===== config.mk =====
export PLATFORM = sky130hd
export DESIGN_NAME = stack_branch_seq
export DESIGN_NICKNAME = d
export VERILOG_FILES = /design/src/rtl/sbs_pkg.sv /design/src/rtl/sbs_cond_eval.sv /design/src/rtl/sbs_step_next.sv /design/src/rtl/sbs_port_drive.sv /design/src/rtl/stack_branch_seq.sv
export SDC_FILE = /design/constraint.sdc
export NUM_CORES = 1
export LEC_CHECK = 0
export BUFFER_PORTS_ARGS = -buffer_cell sky130_fd_sc_hd__buf_4
export CAP_MARGIN = 5
export CORE_MARGIN = 1.5
export CORE_UTILIZATION = 60
export CTS_CLUSTER_DIAMETER = 120
export DETAILED_ROUTE_END_ITERATION = 7
export GPL_TIMING_DRIVEN = 0
export HOLD_SLACK_MARGIN = 0.06
export PLACE_DENSITY = 0.88
export SLEW_MARGIN = 5
export SYNTH_ARGS = -nofsm -noshare
export SYNTH_HDL_FRONTEND = slang
export SYNTH_SLANG_ARGS = --single-unit
export TNS_END_PERCENT = 10

===== constraint.sdc =====
create_clock -name clk -period 5.6 [get_ports clk]
set_input_delay 1.12 -clock clk [delete_from_list [all_inputs] [get_ports clk]]
set_output_delay 1.12 -clock clk [all_outputs]
set_load 0.02 [all_outputs]

===== src/rtl/sbs_pkg.sv =====
package sbs_pkg;
    localparam int AW = 16;
    localparam int DW = 8;

    typedef enum logic [2:0] {
        OP_JP   = 3'd0,
        OP_JR   = 3'd1,
        OP_CALL = 3'd2,
        OP_RET  = 3'd3,
        OP_RETI = 3'd4,
        OP_PUSH = 3'd5,
        OP_POP  = 3'd6,
        OP_JPHL = 3'd7
    } op_e;

    typedef enum logic [3:0] {
        ST_IDLE,
        ST_FETCH_LO,
        ST_FETCH_HI,
        ST_STORE_A,
        ST_STORE_B,
        ST_LOAD_LO,
        ST_LOAD_HI,
        ST_CHECK,
        ST_STALL
    } step_e;

    typedef struct packed {
        logic          rd;
        logic          wr;
        logic [AW-1:0] addr;
        logic [DW-1:0] wdata;
    } port_s;

    // condition selector: 0 always, 1 C, 2 Z, 3 !C, 4 !Z, others never
    function automatic logic cond_met(input logic [2:0] sel, input logic z, input logic c);
        case (sel)
            3'd0:    return 1'b1;
            3'd1:    return c;
            3'd2:    return z;
            3'd3:    return !c;
            3'd4:    return !z;
            default: return 1'b0;
        endcase
    endfunction
endpackage


===== src/rtl/sbs_cond_eval.sv =====
module sbs_cond_eval
    import sbs_pkg::*;
(
    input  op_e        op,
    input  logic [2:0] cond,
    input  logic       flag_z,
    input  logic       flag_c,
    output logic       taken
);
    // return-from-interrupt always behaves as unconditional
    always_comb taken = (op == OP_RETI) ? 1'b1 : cond_met(cond, flag_z, flag_c);
endmodule


===== src/rtl/sbs_step_next.sv =====
module sbs_step_next
    import sbs_pkg::*;
(
    input  step_e step,
    input  logic  start,
    input  op_e   op_sel,
    input  logic  taken_sel,
    output step_e step_nxt
);
    always_comb begin
        step_nxt = ST_IDLE;
        case (step)
            ST_IDLE: begin
                if (start) begin
                    case (op_sel)
                        OP_JP, OP_JR:    step_nxt = ST_FETCH_LO;
                        OP_CALL:         step_nxt = taken_sel ? ST_STORE_A : ST_FETCH_LO;
                        OP_RET, OP_RETI: step_nxt = ST_CHECK;
                        OP_PUSH:         step_nxt = ST_STORE_A;
                        OP_POP:          step_nxt = ST_LOAD_LO;
                        default:         step_nxt = ST_IDLE;
                    endcase
                end
            end
            ST_FETCH_LO: begin
                if (op_sel == OP_JR) step_nxt = taken_sel ? ST_STALL : ST_IDLE;
                else                 step_nxt = ST_FETCH_HI;
            end
            ST_FETCH_HI: step_nxt = taken_sel ? ST_STALL : ST_IDLE;
            ST_STORE_A:  step_nxt = ST_STORE_B;
            ST_STORE_B:  step_nxt = (op_sel == OP_CALL) ? ST_FETCH_LO : ST_STALL;
            ST_CHECK:    step_nxt = taken_sel ? ST_LOAD_LO : ST_IDLE;
            ST_LOAD_LO:  step_nxt = ST_LOAD_HI;
            ST_LOAD_HI:  step_nxt = (op_sel == OP_POP) ? ST_IDLE : ST_STALL;
            default:     step_nxt = ST_IDLE;
        endcase
    end
endmodule


===== src/rtl/sbs_port_drive.sv =====
module sbs_port_drive
    import sbs_pkg::*;
(
    input  step_e         step,
    input  op_e           op_q,
    input  logic [AW-1:0] pc,
    input  logic [AW-1:0] sp,
    input  logic [15:0]   push_q,
    output port_s         port,
    output logic          int_en
);
    logic [AW-1:0] ret_addr;
    logic          is_call;

    always_comb begin
        ret_addr = pc + AW'(2);
        is_call  = (op_q == OP_CALL);
        port     = '0;
        int_en   = 1'b0;
        case (step)
            ST_FETCH_LO, ST_FETCH_HI: begin
                port.rd   = 1'b1;
                port.addr = pc;
            end
            ST_STORE_A: begin
                port.wr    = 1'b1;
                port.addr  = is_call ? sp - AW'(2) : sp - AW'(1);
                port.wdata = is_call ? ret_addr[7:0] : push_q[15:8];
            end
            ST_STORE_B: begin
                port.wr    = 1'b1;
                port.addr  = is_call ? sp + AW'(1) : sp - AW'(1);
                port.wdata = is_call ? ret_addr[15:8] : push_q[7:0];
            end
            ST_LOAD_LO: begin
                port.rd   = 1'b1;
                port.addr = sp;
            end
            ST_LOAD_HI: begin
                port.rd   = 1'b1;
                port.addr = (op_q == OP_POP) ? sp : sp + AW'(1);
            end
            ST_CHECK: int_en = (op_q == OP_RETI);
            default: ;
        endcase
    end
endmodule


===== src/rtl/stack_branch_seq.sv =====
module stack_branch_seq
    import sbs_pkg::*;
#(
    parameter logic [15:0] RESET_PC = 16'h0100,
    parameter logic [15:0] RESET_SP = 16'hFFFE
) (
    input  logic        clk,
    input  logic        rst,
    input  logic        start,
    input  logic [2:0]  op,
    input  logic [2:0]  cond,
    input  logic        flag_z,
    input  logic        flag_c,
    input  logic [15:0] hl,
    input  logic [15:0] push_data,
    input  logic [7:0]  mem_rdata,
    output logic [15:0] mem_addr,
    output logic [7:0]  mem_wdata,
    output logic        mem_rd,
    output logic        mem_wr,
    output logic [15:0] pc,
    output logic [15:0] sp,
    output logic [15:0] pop_data,
    output logic        busy,
    output logic        int_en
);
    step_e      step_q, step_nxt;
    op_e        op_q, op_in, op_sel;
    logic       taken_q, taken_in, taken_sel;
    logic [7:0] lo_q;
    logic [15:0] push_q;
    port_s      port;

    assign op_in     = op_e'(op);
    assign op_sel    = (step_q == ST_IDLE) ? op_in : op_q;
    assign taken_sel = (step_q == ST_IDLE) ? taken_in : taken_q;

    sbs_cond_eval u_cond (
        .op(op_in), .cond(cond), .flag_z(flag_z), .flag_c(flag_c), .taken(taken_in)
    );

    sbs_step_next u_next (
        .step(step_q), .start(start), .op_sel(op_sel), .taken_sel(taken_sel), .step_nxt(step_nxt)
    );

    sbs_port_drive u_port (
        .step(step_q), .op_q(op_q), .pc(pc), .sp(sp), .push_q(push_q), .port(port), .int_en(int_en)
    );

    assign mem_rd    = port.rd;
    assign mem_wr    = port.wr;
    assign mem_addr  = port.addr;
    assign mem_wdata = port.wdata;
    assign busy      = (step_q != ST_IDLE);

    always_ff @(posedge clk) begin
        if (rst) begin
            step_q   <= ST_IDLE;
            op_q     <= OP_JP;
            taken_q  <= 1'b0;
            lo_q     <= '0;
            push_q   <= '0;
            pc       <= RESET_PC;
            sp       <= RESET_SP;
            pop_data <= '0;
        end else begin
            step_q <= step_nxt;
            case (step_q)
                ST_IDLE: begin
                    if (start) begin
                        op_q    <= op_in;
                        taken_q <= taken_in;
                        push_q  <= push_data;
                        if (op_in == OP_JPHL) pc <= hl;
                    end
                end
                ST_FETCH_LO: begin
                    lo_q <= mem_rdata;
                    if (op_q == OP_JR && taken_q)
                        pc <= pc + 16'd1 + {{8{mem_rdata[7]}}, mem_rdata};
                    else
                        pc <= pc + 16'd1;
                end
                ST_FETCH_HI: pc <= taken_q ? {mem_rdata, lo_q} : pc + 16'd1;
                ST_STORE_A:  sp <= (op_q == OP_CALL) ? sp - 16'd2 : sp - 16'd1;
                ST_STORE_B:  if (op_q == OP_PUSH) sp <= sp - 16'd1;
                ST_LOAD_LO: begin
                    lo_q <= mem_rdata;
                    if (op_q == OP_POP) sp <= sp + 16'd1;
                end
                ST_LOAD_HI: begin
                    if (op_q == OP_POP) begin
                        sp       <= sp + 16'd1;
                        pop_data <= {mem_rdata, lo_q};
                    end else begin
                        pc <= {mem_rdata, lo_q};
                        sp <= sp + 16'd2;
                    end
                end
                default: ;
            endcase
        end
    end
endmodule


==> impl_metrics.toml <==
[grt]
grt_pass1_wl_um = 50900
grt_pass1_vias = 9428
grt_max_degree = 17
grt.overflow.total = 0
track_usage = 0.503
antenna_found_initial = 1

[status]
status = "finished with violations"
violations = "design-rule violations"

[sta]
post-route-period-util = 0.846
fin_skew_ns = 0.0147
maxSlewViolCount = 0
max_freq_mhz = 211
setup_viol = 0
setup_tns_ns = 0
period_minus_slack_ns = 4.74
relSlewSlack = 0.221
finalHoldViolations = 0
tightest_slew_ns = 1.17
rsz0062_at_grt = "false"
holdWs_ns = 0.457

[yosys]
yosysSeqAreaShare = 0.209
async_flop_share = 0
synthFlopType = "dfxtp_1"
synth_warnings = 0
syn-cell-area_um2 = 7640
syn_avg_cell_area_um2 = 7.16
syn_nets = 1145
synth-edff-count = 0
synth.distinct_cells = 90
ys_ff_latch = 80
synth_cells = 1068

[routing]
route.met2.wl_um = 15000
drc = 2
ant_nets = 0
wl_met3_um = 4740
via_per_inst = 7.31
top_layer = "met4"
drtIter0Drc = 1696
met1_length_um = 10900
vias = 10105
drt-pass1-iter-count = 8
routedWlPerCell_um = 24.6
wl_um = 33900

[power]
clkPwrFrac = 0.164
swShare = 0.517
p_seq_frac = 0.189
pwr_density_cell_nw_per_um2 = 468
irDropWorstVdd_uv = 339
power_frac_comb = 0.647
p_leak_nw = 3.49
p_int_w = 0.00207
total_power_w = 0.00428
p_sw_w = 0.00221

[clocking]
clkTransAtPathRegs_ns = 0.07
cts_root_buf = "clkbuf_16"
ctsResizeCount = 0
clock-sinks = 80
clockBufferDepth = 2
cts_setup_buffers = 0
postCtsHoldBufs = 0
htreeDepth = 3
clk_latency_ns = 0.37
cts_made_buffers = 9
cts_tree = "yes"

[hold_path]
hold_path_class = "register to register"
hold_start = "pop_data[2]"

[setup_path]
crit_path_end_kind = "primary output"
worst_r2r_startpoint = "pc[1]"
critPathMaxStageDelay_ns = 0.48
cp.required_ns = 4.48
crit_type = "register to primary output"
cp-startpoint = "sp[0]"
cp-start-kind = "register"
crit_chain = "buf_2, inv_1, ha_1, or3b_1, clkbuf_1, or3_4, a21oi_2, o221ai_1, a2111oi_2, a21oi_1, buf_4"
worstPathArrival_ns = 3.62
critPathMaxFanout = 10
cpMaxStageDelayCell = "or3_4"

[finish]
fin_area_um2 = 9140
stdcell_count = 1382
final_nets = 1282
drive_gt1_frac = 0.176
areaGrowthSynthToFinish_pct = 19.6
diodes = 0

[place]
gp_congestion = 1.09
postPlaceCellArea_um2 = 8810
dp_hpwl_um = 24800
placedCellCount = 1366
port_buffers = 126

[job]
maxCapViolCount = 0

[floorplan]
dieArea_um2 = 13400
pin_count = 127
die_y_um = 116
die_x_um = 116
start_util = 0.611
num_rows = 41
core_um2 = 12500
==> placed cells by master (no fill, tap or decap), types with 13 or more instances in the layout <==
cell type and instances:
a221oi_1 18, nand3_1 27, nand2_1 159, nor2_1 74
xnor2_1 29, buf_4 128, nand4_1 18, buf_2 30
o21ai_0 76, o211ai_1 17, inv_1 17, nand2b_1 13
nor4_1 15, xor2_1 28, dfxtp_1 80, ha_1 25
clkbuf_1 59, a21oi_1 96, nor3_1 22
==> registers in the layout, summed over array words and instances, names as in the netlist <==
register  flops
lo_q          8
op_q          3
pc           16
pop_data     16
push_q       16
sp           16
step_q        4
taken_q       1
==> logic make-up after synthesis <==
kind of cell | Yosys count | share of synthesized area
adder cells (fa/ha/maj) | 26 | 0.0435
buffers and inverters | 118 | 0.0668
flip-flops | 80 | 0.209
XOR/XNOR | 57 | 0.0653
AND/OR/NAND/NOR | 397 | 0.260
AO/OA/AOI/OAI | 379 | 0.339
multiplexers | 11 | 0.0151
==> worst paths after layout <==
kind | slack (ns) | endpoint | cells after the start
worst min register to register | 0.46 | pop_data[2] | 2
worst min-delay path | 0.46 | pop_data[2] | 2
worst max-delay path | 0.86 | mem_addr[10] | 11
worst max register to register | 1.69 | pc[14] | 12
==> routing by layer <==
| metal | global-route usage | vias up |
|---|---|---|
| li1 | - | 4301 |
| met3 | 0.172 | 300 |
| met1 | 0.542 | 4588 |
| met4 | 0.437 | 0 |
| met2 | 0.789 | 916 |
| met5 | 0 | - |
==> cells in the mapped netlist (all sizes together) (13+ instances only) <==
cell,instances,area (µm²)
a21oi,99,507
a221oi,19,173
a311oi,13,120
buf,40,218
clkbuf,59,221
dfxtp,80,1600
ha,25,313
inv,19,71.3
nand2,159,597
nand2b,13,81.3
nand3,28,153
nand4,18,113
nor2,74,278
nor3,23,120
nor4,18,149
o211ai,17,128
o21ai,83,423
xnor2,29,254
xor2,28,245
==> worst max-delay path: cells and delay by family (launching register included) <==
kind / cells / cell delay [ns]
fa+ha+maj: 1 / 0.29
simple gates: 2 / 0.84
flops: 1 / 0.33
compound gates: 4 / 0.85
buf+inv: 4 / 0.94
==> power by group through the flow <==
stage               Sequential (W)  Combinational (W)  Clock [W]
global placement          0.000806            0.00259          0
floorplan                 0.000844            0.00173          0
detailed placement        0.000809            0.00263          0
finish                    0.000809            0.00277   0.000700
global route              0.000813            0.00292   0.000710
CTS                       0.000798            0.00265   0.000687
==> layout make-up <==
type	count	area, µm²
Tap cell	172	215
Clock buffer	9	225
Buffer	99	439
Timing Repair Buffer	126	946
Sequential cell	80	1600
Fill cell	1055	3380
Clock inverter	7	109
Inverter	19	71.3
Multi-Input combinational cell	870	5530
==> through the flow <==
stage	utilization	worst slack (ns)
3_5_place_dp	0.704	1.36
3_3_place_gp	0.704	1.36
4_1_cts	0.730	0.967
5_1_grt	0.730	0.806
6_report	0.730	0.862
2_1_floorplan	-	1.84
Power figures use the tool's default switching activity.
